### src/rtl/dsss_acq_pkg.sv
package dsss_acq_pkg;

  typedef enum logic {
    ACQ_SEARCH = 1'b0,
    ACQ_LOCK   = 1'b1
  } acq_state_t;

  localparam int SPC_DEF   = 4;
  localparam int CHIPS_DEF = 15;
  localparam int LFSR_DEF  = 4;
  localparam int THR_W_DEF = 8;

endpackage

### src/rtl/dsss_pn_gen.sv
module dsss_pn_gen #(
  parameter int SPC = 4,
  parameter int CHIPS = 15,
  parameter int LFSR_W = 4,
  parameter logic [LFSR_W-1:0] TAP_MASK = 4'b0011,
  parameter logic [LFSR_W-1:0] SEED = 4'b0001
) (
  input  logic clk,
  input  logic rst,
  input  logic restart,
  input  logic adv,
  output logic chip,
  output logic period_end
);
  localparam int SUB_W = (SPC > 1) ? $clog2(SPC) : 1;
  localparam int IDX_W = (CHIPS > 1) ? $clog2(CHIPS) : 1;

  logic [SUB_W-1:0]  sub_q;
  logic [IDX_W-1:0]  idx_q;
  logic [LFSR_W-1:0] lfsr_q;
  logic              chip_end;
  logic              fb;

  assign chip_end   = (sub_q == SUB_W'(SPC - 1));
  assign period_end = chip_end && (idx_q == IDX_W'(CHIPS - 1));
  assign chip       = lfsr_q[0];
  assign fb         = ^(lfsr_q & TAP_MASK);

  always_ff @(posedge clk) begin
    if (rst || restart) begin
      sub_q  <= '0;
      idx_q  <= '0;
      lfsr_q <= SEED;
    end else if (adv) begin
      if (chip_end) begin
        sub_q <= '0;
        if (period_end) begin
          idx_q  <= '0;
          lfsr_q <= SEED;
        end else begin
          idx_q  <= idx_q + 1'b1;
          lfsr_q <= {fb, lfsr_q[LFSR_W-1:1]};
        end
      end else begin
        sub_q <= sub_q + 1'b1;
      end
    end
  end

endmodule

### src/rtl/dsss_corr_acc.sv
module dsss_corr_acc #(
  parameter int SUM_W = 7
) (
  input  logic             clk,
  input  logic             rst,
  input  logic             restart,
  input  logic             take,
  input  logic             match,
  input  logic             dump,
  output logic [SUM_W-1:0] sum_now
);
  logic [SUM_W-1:0] acc_q;

  assign sum_now = match ? (acc_q + SUM_W'(1)) : (acc_q - SUM_W'(1));

  always_ff @(posedge clk) begin
    if (rst || restart) begin
      acc_q <= '0;
    end else if (take) begin
      acc_q <= dump ? '0 : sum_now;
    end
  end

endmodule

### src/rtl/dsss_acq_ctrl.sv
module dsss_acq_ctrl
  import dsss_acq_pkg::*;
#(
  parameter int SUM_W = 7,
  parameter int THR_W = 8,
  parameter int SLIP = 2,
  parameter logic [THR_W-1:0] THR_RST = 8'h30
) (
  input  logic             clk,
  input  logic             rst,
  input  logic             clr,
  input  logic             smp_vld,
  input  logic             period_end,
  input  logic [SUM_W-1:0] sum_now,
  input  logic             thr_we,
  input  logic [THR_W-1:0] thr_din,
  output logic             take,
  output logic             locked,
  output logic             bit_stb,
  output logic             bit_val
);
  localparam int STL_W = $clog2(SLIP + 1);
  localparam int CMP_W = SUM_W + THR_W;

  acq_state_t       state_q;
  logic [STL_W-1:0] stall_q;
  logic [THR_W-1:0] thr_q;
  logic [SUM_W-1:0] mag;
  logic             hit;
  logic             positive;

  assign take     = smp_vld && !clr && (stall_q == '0);
  assign mag      = sum_now[SUM_W-1] ? (SUM_W'(0) - sum_now) : sum_now;
  assign hit      = CMP_W'(mag) >= CMP_W'(thr_q);
  assign positive = !sum_now[SUM_W-1] && (sum_now != '0);
  assign locked   = (state_q == ACQ_LOCK);

  always_ff @(posedge clk) begin
    if (rst) begin
      thr_q <= THR_RST;
    end else if (thr_we) begin
      thr_q <= thr_din;
    end
  end

  always_ff @(posedge clk) begin
    if (rst || clr) begin
      state_q <= ACQ_SEARCH;
      stall_q <= '0;
      bit_stb <= 1'b0;
      bit_val <= 1'b0;
    end else begin
      bit_stb <= 1'b0;
      if (smp_vld && (stall_q != '0)) begin
        stall_q <= stall_q - 1'b1;
      end else if (take && period_end) begin
        if ((state_q == ACQ_LOCK) || hit) begin
          state_q <= ACQ_LOCK;
          bit_stb <= 1'b1;
          bit_val <= positive;
        end else begin
          stall_q <= STL_W'(SLIP);
        end
      end
    end
  end

endmodule

### src/rtl/dsss_acq_corr.sv
module dsss_acq_corr
  import dsss_acq_pkg::*;
#(
  parameter int SPC = SPC_DEF,
  parameter int CHIPS = CHIPS_DEF,
  parameter int LFSR_W = LFSR_DEF,
  parameter logic [LFSR_W-1:0] TAP_MASK = 4'b0011,
  parameter logic [LFSR_W-1:0] SEED = 4'b0001,
  parameter int THR_W = THR_W_DEF,
  parameter logic [THR_W-1:0] THR_RST = 8'h30
) (
  input  logic             clk,
  input  logic             rst,
  input  logic             clr,
  input  logic             smp_vld,
  input  logic             smp_bit,
  input  logic             thr_we,
  input  logic [THR_W-1:0] thr_din,
  output logic             locked,
  output logic             bit_stb,
  output logic             bit_val
);
  localparam int PERIOD = SPC * CHIPS;
  localparam int SUM_W  = $clog2(PERIOD + 1) + 1;
  localparam int SLIP   = (SPC / 2 > 0) ? SPC / 2 : 1;

  logic             take;
  logic             chip;
  logic             period_end;
  logic [SUM_W-1:0] sum_now;

  dsss_pn_gen #(
    .SPC(SPC), .CHIPS(CHIPS), .LFSR_W(LFSR_W), .TAP_MASK(TAP_MASK), .SEED(SEED)
  ) pn_i (
    .clk(clk), .rst(rst), .restart(clr), .adv(take),
    .chip(chip), .period_end(period_end)
  );

  dsss_corr_acc #(.SUM_W(SUM_W)) acc_i (
    .clk(clk), .rst(rst), .restart(clr), .take(take),
    .match(smp_bit == chip), .dump(period_end), .sum_now(sum_now)
  );

  dsss_acq_ctrl #(
    .SUM_W(SUM_W), .THR_W(THR_W), .SLIP(SLIP), .THR_RST(THR_RST)
  ) ctrl_i (
    .clk(clk), .rst(rst), .clr(clr), .smp_vld(smp_vld),
    .period_end(period_end), .sum_now(sum_now),
    .thr_we(thr_we), .thr_din(thr_din),
    .take(take), .locked(locked), .bit_stb(bit_stb), .bit_val(bit_val)
  );

endmodule

### config.mk
export PLATFORM = sky130hd
export DESIGN_NAME = dsss_acq_corr
export DESIGN_NICKNAME = d
export VERILOG_FILES = /design/src/rtl/dsss_acq_pkg.sv /design/src/rtl/dsss_pn_gen.sv /design/src/rtl/dsss_corr_acc.sv /design/src/rtl/dsss_acq_ctrl.sv /design/src/rtl/dsss_acq_corr.sv
export SDC_FILE = /design/constraint.sdc
export NUM_CORES = 1
export LEC_CHECK = 0
export BUFFER_PORTS_ARGS = -buffer_cell sky130_fd_sc_hd__buf_2
export CORE_MARGIN = 3
export CORE_UTILIZATION = 55
export DETAILED_ROUTE_END_ITERATION = 7
export PLACE_DENSITY_LB_ADDON = 0.05
export SYNTH_ARGS = -nofsm -noshare
export SYNTH_HDL_FRONTEND = slang
export SYNTH_SLANG_ARGS = --single-unit
### constraint.sdc
create_clock -name clk -period 5.4 [get_ports clk]
set_input_delay 0 -clock clk [delete_from_list [all_inputs] [get_ports clk]]
set_output_delay 0 -clock clk [all_outputs]
set_load 0.02 [all_outputs]
**Word-level counts from Yosys, hierarchy flattened**

Index checks and enable logic that the tools add are counted.

- Register bits after elaboration: 30
- Input port bits: 14
- Output and inout port bits: 3
- Logic and storage cells: 51

- $add $sub $neg: 6
- Magnitude comparators: 1
- Equality and inequality tests: 4
- Muxes and demuxes: 10
- Bitwise logic cells: 2
- Reduce and logical (&&, ||, !) cells: 19

Operator list:

| operator | count |
|---|---|
| 2-to-1 mux 7 bit | 3 |
| >= comparator 7 x 8 -> 1 bit | 1 |
| 2-to-1 mux 2 bit | 4 |
| 2-to-1 mux 4 bit | 2 |
| adder 7 x 1 -> 7 bit (second input constant) | 1 |
| nonzero test 7 bit | 1 |
| subtractor 1 x 7 -> 7 bit (first input constant) | 1 |
| subtractor 7 x 1 -> 7 bit (second input constant) | 1 |
| logical AND 1 bit | 6 |
| adder 4 x 1 -> 4 bit (second input constant) | 1 |
| == test 4 bit (second input constant) | 1 |
| AND reduction 2 bit | 2 |
| nonzero test 2 bit | 2 |
| XOR reduction 4 bit | 1 |
| AND reduction 3 bit | 1 |
| OR reduction 3 bit | 1 |
| adder 2 x 1 -> 2 bit (second input constant) | 1 |
| == test 2 bit (second input constant) | 1 |
| zero test 1 bit | 2 |
| zero test 2 bit | 1 |
| logical OR 1 bit | 2 |
| inequality test 2 x 1 -> 1 bit (second input constant) | 1 |
| inverter 1 bit | 2 |
| subtractor 2 x 1 -> 2 bit (second input constant) | 1 |
| other kinds (2) | 2 |

**Depth between registers and ports, before layout**

- Depth in word-level cells: 9
- Mapped depth: 15
- Mapped depth without buffers: 15

**By module**

From an unflattened synthesis, not the netlist that was laid out.

- Cells, all modules: 211
- Area, all modules: 1846.8 µm²

Modules (own cells, without submodules):

| module | times used | cells an instance | area an instance (µm²) | sequential area each (µm²) |
|---|---|---|---|---|
| dsss_acq_ctrl | 1 | 94 | 804.5 | 260.2 |
| dsss_corr_acc | 1 | 62 | 545.5 | 140.1 |
| dsss_pn_gen | 1 | 54 | 488.0 | 200.2 |
| dsss_acq_corr | 1 | 1 | 8.8 | 0.0 |

**Least setup slack after synthesis**

OpenSTA, ideal clock, no wires.

- Path type: register to register
- From: reg pn_i.lfsr_q[0]
- To: reg ctrl_i.bit_val
- Setup time: 0.115 ns
- Arrival: 3.474 ns
- Required time: 5.285 ns
- Setup slack: 1.811 ns
- Stages on the path, launching flop included: 16
- Buffers on the path: 0
- Period minus slack after synthesis: 3.589 ns
- Cells stage by stage: dfxtp_1 > xor2_1 > ha_1 > a211oi_1 > o21bai_1 > a21oi_1 > xnor2_1 > a41oi_1 > xor2_1 > ha_1 > a21o_1 > a221oi_1 > nor2_1 > a21oi_1 > nor2_1 > a31o_1

- Longest elaborated chain between the ends: 7
- Elaborated cells between the ends (all ways): 10
- Classes of those cells: 1 x add/sub; 1 x order compare; 1 x eq/ne; 2 x mux; 5 x reduce/logical

RTL lines:

| item | RTL line | text |
|---|---|---|
| from (decl) | dsss_pn_gen.sv:20 | `logic [LFSR_W-1:0] lfsr_q;` |
| from (signal assigned) | dsss_pn_gen.sv:42 | `lfsr_q <= {fb, lfsr_q[LFSR_W-1:1]};` |
| == test 1 bit * | dsss_acq_corr.sv:41 | `.match(smp_bit == chip), .dump(period_end), .sum_now(sum_now)` |
| 2-to-1 mux 7 bit * | dsss_corr_acc.sv:14 | `assign sum_now = match ? (acc_q + SUM_W'(1)) : (acc_q - SUM_W'(1));` |
| subtractor 1 x 7 -> 7 bit | dsss_acq_ctrl.sv:33 | `assign mag = sum_now[SUM_W-1] ? (SUM_W'(0) - sum_now) : sum_now;` |
| 2-to-1 mux 7 bit | dsss_acq_ctrl.sv:33 |  |
| >= comparator 7 x 8 -> 1 bit | dsss_acq_ctrl.sv:34 | `assign hit = CMP_W'(mag) >= CMP_W'(thr_q);` |
| logical OR 1 bit | dsss_acq_ctrl.sv:57 | `if ((state_q == ACQ_LOCK) \|\| hit) begin` |
| AND reduction 3 bit (no line) | -- |  |
| to (signal assigned) | dsss_acq_ctrl.sv:60 | `bit_val <= positive;` |
| to (decl) | dsss_acq_ctrl.sv:20 | `output logic bit_val` |

Every way passes the cells marked *; elsewhere a longest branch is shown, timed or not.
A chain may end at the register's enable or synchronous reset.

**Worst setup path in the final report**

Same ends and word-level chain as after synthesis.

==> metrics.txt <==
outcome completed; worst clock skew 0.00717 ns; area of the die 3810 um2; die width 61.7 um; Reg clk slew, reported paths 0.09 ns; Worst VDD drop 0.181 mV; core outline area 2850 um2; Starting DRT DRC Count 44; cell row count 19; P_leak 0.882 nW; FILL cells 230; Slowest-stage cell, CP xor2_1; Area contributors post-synth dfxtp_1 35%, ha_1 12%, nor2_1 7.0%, a21oi_1 5.0%, xnor2_1 4.1%; mux share of post-synthesis cell area 0.0352; Top FF cell, synth dfxtp_1; crit path DAT 4.27 ns; Final Cell Area 2010 um2; Syn Area/Cell 8.33 um2; max incr delay on CP 0.53 ns; final hold violations 0; Tcrit/Tclk final 0.746; Synth top cells by count 32 x nor2_1, 30 x dfxtp_1, 17 x a21oi_1, 17 x ha_1, 15 x nand2_1; Mapped Nets 237; largest net degree at the start of global routing 19; Tot GR Track Use 0.218; Cells after Synth 205; startpoint of the worst hold path thr_we; Slew @ Worst Pin 0.620 ns; endpoint type of the worst setup path flip-flop; Comb pwr share 0.205; Mapped Area 1710 um2; Slew headroom 0.585; DRT antenna net count 0; DP HPWL 2560 um; CTS Buf Count 5; Synth Area in XOR/XNOR 0.0667; Final GP Congestion 0.847; CTS Sinks 30; worst r2r dst ctrl_i.bit_val; leading area contributor after synthesis dfxtp_1; CTS tree done; Cell variety after synth 36; initial antenna violation count 0; worst hold slack 0.0404 ns; DR DRC count 0; Clk pwr share 0.302; Setup-failing EPs final 0; Reg-to-Reg Start pn_i.lfsr_q[0]; sequential cell fraction of total power 0.494; Compound-Gate Fraction of Synth Area 0.172; CTS max path bufs 2; fin crit period 4.03 ns; Die H 61.7 um; nets 268; Register-to-Register Setup Slack 1.37 ns; vias in the first global route 1460; P per Cell Area 232 nW/um2; Pint 0.000334 W; ys async rst share 0; Sw Share 0.286; hold path depth 3; Clock Latency Late Sink 0.33 ns; Post-Synth Adder-Cell Area 0.136; register area 601 um2; WL/cell 13.7 um; Post-synth EDFFs 0; total negative setup slack 0 ns; area of the multi-input gates 1030 um2; Synth-to-Final Area Change 18.0%; Cells after DPL 244; Final Max Slew Viols 0; grt ovf 0; DR pass1 iterations 4; CP Cell Sequence xor2_1 -> ha_1 -> a211oi_1 -> o21bai_1 -> a21oi_1 -> xnor2_1 -> a41oi_1 -> xor2_1 -> ha_1 -> a21o_1 -> a221oi_1 -> nor2_1 -> a21oi_1 -> nor2_1 -> a31o_1; #FFs+latches synth 30; share of the synthesized area in the top cell type 0.352; Placed Area 1790 um2; via/cell ratio 5.63; Detailed Route WL 3680 um; Min-Delay Endpoint ctrl_i.thr_q[5]; worst-path fanout max 8; Setup Buffers After CTS 0; diodes inserted 0; WP buf/inv 0; root buffer cell clkbuf_4; Crit Path Category reg -> reg; share of cells above drive strength 1 0.118; dpl ws 1.39 ns; largest family of logic cells by synthesized area simple AND/OR/NAND/NOR gates; Ports 17; Reg2Reg Depth 15; Critical Path RT 5.64 ns; first-pass GRT wire length 6090 um; DR vias 1510; fin cells 268; Psw 0.000134 W; kind of cell adding the most delay to the critical path compound AO/OA/AOI/OAI gates; Initial Util 0.598; PortBufs 16; Final WS setup 1.37 ns; HP Class in -> reg; cell with the most instances after synthesis nor2_1; H-tree depth 2; Seq/Total Area, Yosys 0.352; Max Cap Viol 0; Fmax 248 MHz; RSZ-0062 raised after global routing no; Worst Setup Start Kind flip-flop; Yosys Warn Count 0; post-synthesis simple-gate area fraction 0.191
==> final cells by class <==
cell class,instances,share of cell area
clock buffer,7,0.0273
timing repair buffer,32,0.119
tap,31,0.0193
inverter,13,0.0242
clock inverter,1,0.00248
sequential,30,0.298
multi-input combinational,154,0.509
==> per-stage QoR <==
stage | total power, W | utilization
after floorplan | 0.000299 | -
after global placement | 0.000316 | 0.629
after detailed placement | 0.000319 | 0.629
after CTS | 0.000468 | 0.706
after global routing | 0.000494 | 0.706
final | 0.000468 | 0.706
==> routing by layer <==
metal | part of all wire | vias to the layer above | routed length, um | track usage
met4 | 0.020 | 0 | 74 | 0.0788
met3 | 0.039 | 10 | 145 | 0.0558
li1 | - | 772 | - | -
met1 | 0.48 | 698 | 1780 | 0.260
met2 | 0.46 | 30 | 1670 | 0.377
met5 | 0 | - | 0 | 0
==> flip-flops by register name (all words and copies together), names as in the netlist <==
| register | flops |
|---|---|
| ctrl_i.stall_q | 2 |
| pn_i.idx_q | 4 |
| pn_i.sub_q | 2 |
| pn_i.lfsr_q | 4 |
| ctrl_i.bit_val | 1 |
| acc_i.acc_q | 7 |
| ctrl_i.thr_q | 8 |
| ctrl_i.bit_stb | 1 |
| ctrl_i.locked | 1 |
==> cells in the final DEF (no fill, tap or decap), types with 5 or more instances in the layout <==
cell,count
dlygate4sd3_1,16
a21oi_1,17
nor2_1,32
nor3_1,7
inv_1,13
xor2_1,5
xnor2_1,8
o21ai_0,7
mux2i_1,6
nand2_1,15
buf_2,16
ha_1,17
clkbuf_4,5
dfxtp_1,30
==> kinds of logic (layout without fill, tap and decap cells) <==
family,after synthesis,count (layout)
simple gates,71,71
compound gates,46,46
flops,30,30
buf+inv,21,53
fa+ha+maj,18,18
xor+xnor,13,13
mux,6,6
==> worst max-delay path by stage <==
stage	start	to	slack, ns	depth (start not counted)
floorplan	pn_i.lfsr_q[0]	ctrl_i.bit_val	1.81	15
global placement	pn_i.lfsr_q[0]	ctrl_i.bit_val	1.55	15
detailed placement	pn_i.lfsr_q[0]	ctrl_i.bit_val	1.39	15
CTS	pn_i.lfsr_q[0]	ctrl_i.bit_val	1.36	15
global route	pn_i.lfsr_q[0]	ctrl_i.bit_val	0.96	15
finish	pn_i.lfsr_q[0]	ctrl_i.bit_val	1.37	15
==> worst reg2reg max path: cells and delay by family, from the launching register on <==
family / cells / cell delay [ns]
DFF: 1 / 0.39
AOI/OAI and AO/OA: 8 / 1.66
xor gates and xnor gates: 3 / 1.01
and+or+nand+nor: 2 / 0.18
adders and majority gates: 2 / 0.71
==> power groups by stage <==
stage | Combinational (W) | Clock, W | Sequential (W)
5_1_grt | 0.000108 | 0.000154 | 0.000232
3_5_place_dp | 0.0000833 | 0 | 0.000236
2_1_floorplan | 0.0000645 | 0 | 0.000235
6_report | 0.0000959 | 0.000141 | 0.000231
3_3_place_gp | 0.0000801 | 0 | 0.000236
4_1_cts | 0.0000936 | 0.000144 | 0.000231
==> repair_timing <==
item | CTS | global route
endpoints found under the hold margin | 11 | 0
gates resized for setup | 0 | 0
hold buffers | 16 | 0
(Power assumes the default switching activity.)
